### src/rtl/mod_timer.sv
module mod_timer #(
  parameter int DW = 8,
  parameter int AW = 3
) (
  input  logic          clk,
  input  logic          rst_n,
  input  logic          tick,
  input  logic          wr_en,
  input  logic          rd_en,
  input  logic [AW-1:0] addr,
  input  logic [DW-1:0] wdata,
  output logic [DW-1:0] rdata,
  output logic          irq
);
  localparam int CW = 2 * DW;

  logic [CW-1:0] cnt, modv, nxt;
  logic flag, arm, ie, stop, lock;
  logic ctrl_wr, clr_req, run, flag_set, flag_clr;

  assign ctrl_wr  = wr_en && addr == AW'(0);
  assign clr_req  = ctrl_wr && wdata[4];
  assign run      = tick && !stop;
  assign nxt      = (cnt == modv) ? '0 : cnt + CW'(1);
  assign flag_set = run && !clr_req && !lock && nxt == modv;
  assign flag_clr = ctrl_wr && arm && !wdata[7];
  assign irq      = flag && ie && !lock;

  always_ff @(posedge clk or negedge rst_n)
    if (!rst_n) cnt <= '0;
    else if (clr_req) cnt <= '0;
    else if (run) cnt <= nxt;

  always_ff @(posedge clk or negedge rst_n)
    if (!rst_n) begin
      modv <= '1;
      lock <= 1'b0;
    end else if (wr_en && addr == AW'(3)) begin
      modv[CW-1:DW] <= wdata;
      lock <= 1'b1;
    end else if (wr_en && addr == AW'(4)) begin
      modv[DW-1:0] <= wdata;
      lock <= 1'b0;
    end

  always_ff @(posedge clk or negedge rst_n)
    if (!rst_n) begin
      flag <= 1'b0;
      arm  <= 1'b0;
      ie   <= 1'b0;
      stop <= 1'b0;
    end else begin
      flag <= flag_set || (flag && !flag_clr);
      if (ctrl_wr) begin
        arm  <= 1'b0;
        ie   <= wdata[6];
        stop <= wdata[5];
      end else if (rd_en && addr == AW'(0) && flag) begin
        arm <= 1'b1;
      end
    end

  always_comb
    case (addr)
      AW'(0):  rdata = {flag, ie, stop, {(DW-3){1'b0}}};
      AW'(1):  rdata = cnt[CW-1:DW];
      AW'(2):  rdata = cnt[DW-1:0];
      AW'(3):  rdata = modv[CW-1:DW];
      AW'(4):  rdata = modv[DW-1:0];
      default: rdata = '0;
    endcase

  a_r2_step: assert property (@(posedge clk) disable iff (!rst_n)
    run && !clr_req && cnt != modv |=> cnt == $past(cnt) + CW'(1));
  a_r3_wrap: assert property (@(posedge clk) disable iff (!rst_n)
    run && !clr_req && cnt == modv |=> cnt == '0);
  a_r5_no_overflow: assert property (@(posedge clk) disable iff (!rst_n)
    lock && !flag |=> !flag);
  a_r6_irq: assert property (@(posedge clk) disable iff (!rst_n)
    irq |-> flag && ie);
  a_r7_hold: assert property (@(posedge clk) disable iff (!rst_n)
    flag && !ctrl_wr |=> flag);
  a_r8_frozen: assert property (@(posedge clk) disable iff (!rst_n)
    stop && !clr_req |=> $stable(cnt));
  a_r9_clear: assert property (@(posedge clk) disable iff (!rst_n)
    clr_req |=> cnt == '0);
endmodule

### config.mk
export PLATFORM = sky130hd
export DESIGN_NAME = mod_timer
export DESIGN_NICKNAME = d
export VERILOG_FILES = /design/src/rtl/mod_timer.sv
export SDC_FILE = /design/constraint.sdc
export NUM_CORES = 1
export LEC_CHECK = 0
export BUFFER_PORTS_ARGS = -buffer_cell sky130_fd_sc_hd__buf_4
export CORE_MARGIN = 1
export CORE_UTILIZATION = 23
export DETAILED_ROUTE_END_ITERATION = 10
export PLACE_DENSITY = 0.41
export RECOVER_POWER = 50
export SYNTH_ARGS = -nofsm -noshare
export SYNTH_HDL_FRONTEND = slang
export SYNTH_SLANG_ARGS = --single-unit
### constraint.sdc
create_clock -name clk -period 4.43 [get_ports clk]
set_input_delay 0.2215 -clock clk [delete_from_list [all_inputs] [get_ports clk]]
set_output_delay 0.2215 -clock clk [all_outputs]
set_load 0.05 [all_outputs]
# ---- Yosys cells after proc, flatten, opt, wreduce, memory -nomap -nowiden
# Cells that the tools add are included.
dict set report word_totals {
  word_cells 50
  input_bits 16
  out_inout_bits 9
  reg_bits 37
}
dict set report op_classes {
  eq_ne 6
  mux 8
  reduce_logical 26
  add_sub_neg 1
  n_bitwise 1
}
# cell n
set op_table {}
lappend op_table {{$mux 16} 3}
lappend op_table {{$pmux 8 s5} 1}
lappend op_table {{$eq 16x16->1} 2}
lappend op_table {{$add 16x1->16 const B} 1}
lappend op_table {{$logic_and 1x1->1} 15}
lappend op_table {{$eq 3x2->1 const B} 2}
lappend op_table {{$reduce_bool 2->1} 3}
lappend op_table {{$logic_not 1->1} 5}
lappend op_table {{$mux 1} 4}
lappend op_table {{$eq 3x1->1 const B} 1}
lappend op_table {{$eq 3x3->1 const B} 1}
lappend op_table {{$logic_not 3->1} 1}
lappend op_table {{$reduce_and 2->1} 1}
lappend op_table {{$logic_or 1x1->1} 1}
lappend op_table {{$not 1->1} 1}

# ---- Logic depth before layout (Yosys ltp)
dict set report depth {
  depth_word 8
  mapped_depth 10
  mapped_depth_nobuf 8
}

# ---- Worst setup path before layout
# Ideal clock, no wire load.
dict set report synth_path {
  path_kind {flip-flop to flip-flop}
  from {register cnt[0]}
  to {register flag}
  setup_ps 95
  path_buffers 0
  synth_period_minus_slack_ps 2306
  t_required_ps 4335
  slack_ps 2124
  arrival_time_ps 2211
  path_stages_with_launch 9
  cell_sequence {dfrtp_1 ha_1 nand2_2 nor4_1 mux2_2 o221a_1 nor3_1 o2111ai_1 o31ai_1}
}
dict set report synth_via {
  elab_chain_len 5
  word_cells_on_any_way 6
  classes_between {add/sub (1); eq/ne (2); mux (1); reduce/logical (2)}
}
# element line_no
set synth_rtl {}
lappend synth_rtl {{start, declared} 17} ;# logic [CW-1:0] cnt, modv, nxt;
lappend synth_rtl {{start signal, assigned} 32} ;# else if (run) cnt <= nxt;
lappend synth_rtl {{$add 16x1->16 / $eq 16x16->1 (equally long branches)} 24} ;# assign nxt = (cnt == modv) ? '0 : cnt + CW'(1);
lappend synth_rtl {{$mux 16 *} 24}
lappend synth_rtl {{$eq 16x16->1 *} 25} ;# assign flag_set = run && !clr_req && !lock && nxt == modv;
lappend synth_rtl {{$logic_and 1x1->1 *} 25}
lappend synth_rtl {{$logic_or 1x1->1 *} 53} ;# flag <= flag_set || (flag && !flag_clr);
lappend synth_rtl {{end signal, assigned} 53}
lappend synth_rtl {{end, declared} 18} ;# logic flag, arm, ie, stop, lock;
# Mark *: on every way between the ends. The rest lies on a longest branch, timed or not.
# A chain may end at the register's enable or synchronous reset.

# ---- Worst setup path after layout
dict set report layout_path {
  from {register cnt[12]}
  to {register flag}
}
# The elaborated chain is that of the path after synthesis.

==> summary.md <==
| Metric | Value |
|---|---|
| Switching power | `450 uW` |
| Register area share after synthesis | `33.8%` |
| Internal power | `813 uW` |
| Post-CTS Setup Inserts | `0` |
| Worst IR Drop VDD | `0.150 mV` |
| Vias | `about 2400` |
| Top delay family on crit path | `compound AO/OA/AOI/OAI gates` |
| Final period utilization | `roughly 66%` |
| Fin. max-slew vios | `38` |
| Top cells by area in the synthesized netlist | `dfrtp_1 19%, dfstp_2 15%, mux2_2 8.4%, xor2_1 6.9%, xnor2_1 4.1%` |
| Synth top area share | `18.8%` |
| R2r startpoint | `cnt[12]$_DFFE_PN0P_` |
| WP buf/inv | `1` |
| Residual DRC count | `1` |
| CP Max Fanout | `12` |
| Crit. path cell count | `8` |
| H-tree depth | `2` |
| Initial antenna violation count | `0` |
| Hold Vio Cnt, Final | `0` |
| Max clock buf depth | `2` |
| Sw Ratio | `between 30% and 40%` |
| Worst Setup End Kind | `flop` |
| Dominant synthesized flop cell | `dfrtp_1` |
| Slowest cell on crit path | `dfrtp_1` |
| Syn Nets | `roughly 330` |
| Diodes inserted | `0` |
| Synthesized flop and latch total | `37` |
| GRT Total Usage | `14.4%` |
| Crit. Startpoint | `cnt[12]$_DFFE_PN0P_` |
| Layout area overhead | `14.0%` |
| RSZ-0062 raised after global routing | `no` |
| RePlAce Congestion | `0.847` |
| Io pins | `25` |
| Number of I/O port buffers | `24` |
| Global-route wire length before repair | `between 10000 and 15000 um` |
| Max Cap Viol | `1` |
| Min-delay worst type | `in2reg` |
| Tightest Pin Transition | `between 2 and 2.5 ns` |
| Status | `finished, violations left` |
| Vias in the first global route | `2410` |
| Die area | `~0.013 mm^2` |
| Mapped Cells | `310` |
| Post-route setup TNS | `0 ns` |
| WL/cell | `18.5 um` |
| CTS root buf | `clkbuf_16` |
| # clock sinks | `37` |
| Final setup fails | `0` |
| Cts hold-fix bufs | `1` |
| CP startpoint kind | `flop` |
| Gr ovfl total | `0` |
| Clk slew on worst S/H paths | `0.06 ns` |
| R2R cell count | `8` |
| Detailed Route Iter0 Violations | `122` |
| Synth cell types | `57` |
| Initial core utilization | `24.1%` |
| Drt via density | `5.14` |
| Max-slew headroom | `-40.3%` |
| Antenna Nets Post-Route | `0` |
| Setup CP Type | `reg2reg` |
| CP cell instances | `xnor2_1 > nor4b_1 > nand4_1 > buf_4 > a211o_1 > a211oi_2 > o2111ai_1 > o31ai_1` |
| TritonCTS clock tree | `built` |
| Post-synth top cells | `26 x nand2_1, 25 x nor2_1, 22 x o21ai_0, 22 x xor2_1` |
| Async SR Flop Fraction | `100%` |
| DP Area | `roughly 0.0030 mm^2` |
| Total CTS buffers | `5` |
| Area leader, netlist | `dfrtp_1` |
| Mean post-synth cell area | `9.03 um^2` |
| Crit Reg-Reg Endpoint | `flag$_DFF_PN0_` |
| Clk Latency, worst-skew pair | `0.28 ns` |
| Chip Width | `roughly 110 um` |
| Hpwl dp | `6320 um` |
| Post-route cell area | `about 0.0032 mm^2` |
| Final net count | `336` |
| Post-synth EDFFs | `0` |
| Failing checks | `design-rule violations, max-capacitance violations, max-slew violations` |
| Leak Pwr | `0.00130 uW` |
| Die height | `112 um` |
| Worst stage delay on the critical path | `0.53 ns` |
| Cell area power density | `396 mW/mm^2` |
| End point of the critical path | `flag$_DFF_PN0_` |
| Required time worst endpoint | `4.62 ns` |
| Finished Core Util | `between 20% and 30%` |
| Tmin final | `around 2.9 ns` |
| FF-to-FF setup slack | `1.52 ns` |
| FMAX | `344 MHz` |
| Clock power frac | `28.8%` |
| Logic gate share of total power | `between 30% and 40%` |
| Count leader, synth | `nand2_1` |
| Synth warn | `0` |
| Mapped Area | `0.00280 mm^2` |
| WP data arrival | `around 3.1 ns` |
| CORE AREA | `0.0116 mm^2` |
| Drt pass-1 iters | `9` |
| Sequential Power Share | `about two fifths` |
| Layout cells sized above 1 | `24.7%` |
| Aggregate routed wire length | `approximately 8600 um` |
| Final Skew | `about 0.0023 ns` |
| Largest net degree at the start of global routing | `38` |
| Cts repair resizes | `0` |
| FP Rows | `39` |
[power by group through the flow]
stage	clock, uW	sequential [uW]	combinational, uW
floorplan	0	471	308
global placement	0	526	379
detailed placement	0	525	380
CTS	373	520	382
global route	385	532	419
finish	364	521	379
[placed cells by master (no fill, tap or decap), drive strengths merged, types with 5 or more instances in the layout]
cell type / count
a22oi: 11
buf: 24
clkbuf: 10
dfrtp: 21
dfstp: 16
mux2: 21
mux2i: 5
nand2: 27
nand3: 12
nor2: 25
nor3: 8
nor4: 7
o21ai: 29
o22ai: 8
xnor2: 13
xor2: 22
[layer usage]
| layer | routed length, um | GRT usage [%] | up-vias |
|---|---|---|---|
| met5 | 0 | 0 | - |
| met4 | 143 | 4.18 | 0 |
| met3 | 247 | 2.11 | 11 |
| met2 | 4130 | 23.5 | 47 |
| met1 | 4030 | 19.6 | 1181 |
| li1 | - | - | 1141 |
[area by class of cell]
cell class | count | area [um^2]
clock buffers | 8 | 146
flip-flops and latches | 37 | 946
inverters | 4 | 15.0
well taps | 143 | 179
fillers | 1250 | 8420
multi-input cells | 244 | 1710
repair buffers | 27 | 198
[cells by family after synthesis]
group | Yosys count | synth area share [%]
AOI/OAI and AO/OA | 72 | 17.0
muxes | 26 | 10.2
xor gates and xnor gates | 35 | 11.0
and+or+nand+nor | 110 | 22.6
adders and majority gates | 1 | 0.447
buffers and inverters | 29 | 4.96
DFF | 37 | 33.8
[flip-flops by register name (all words and copies together) (netlist names)]
name,flops
ie,1
arm,1
lock,1
cnt,16
modv,16
flag,1
stop,1
[through the flow]
step | setup WS (ns) | power (uW) | hold slack, ns | std cells
detailed placement | 1.57 | 904 | 0.239 | 454
global placement | 1.52 | 905 | 0.241 | 454
CTS | 1.54 | 1270 | 0.181 | 463
floorplan | 2.12 | 779 | -0.0741 | 310
finish | 1.52 | 1260 | 0.184 | 463
global route | 1.27 | 1340 | 0.179 | 463
[how the worst min path moves through the flow]
stage,start,endpoint,slack (ns),cells after the start
floorplan,rst_n,arm$_DFFE_PN0P_,-0.07,0
global placement,rst_n,ie$_DFFE_PN0P_,0.24,1
detailed placement,rst_n,ie$_DFFE_PN0P_,0.24,1
CTS,wdata[0],modv[8]$_DFFE_PN1P_,0.18,2
global route,wdata[0],modv[8]$_DFFE_PN1P_,0.18,2
finish,wdata[0],modv[8]$_DFFE_PN1P_,0.18,2
Power figures use the tool's default switching activity.
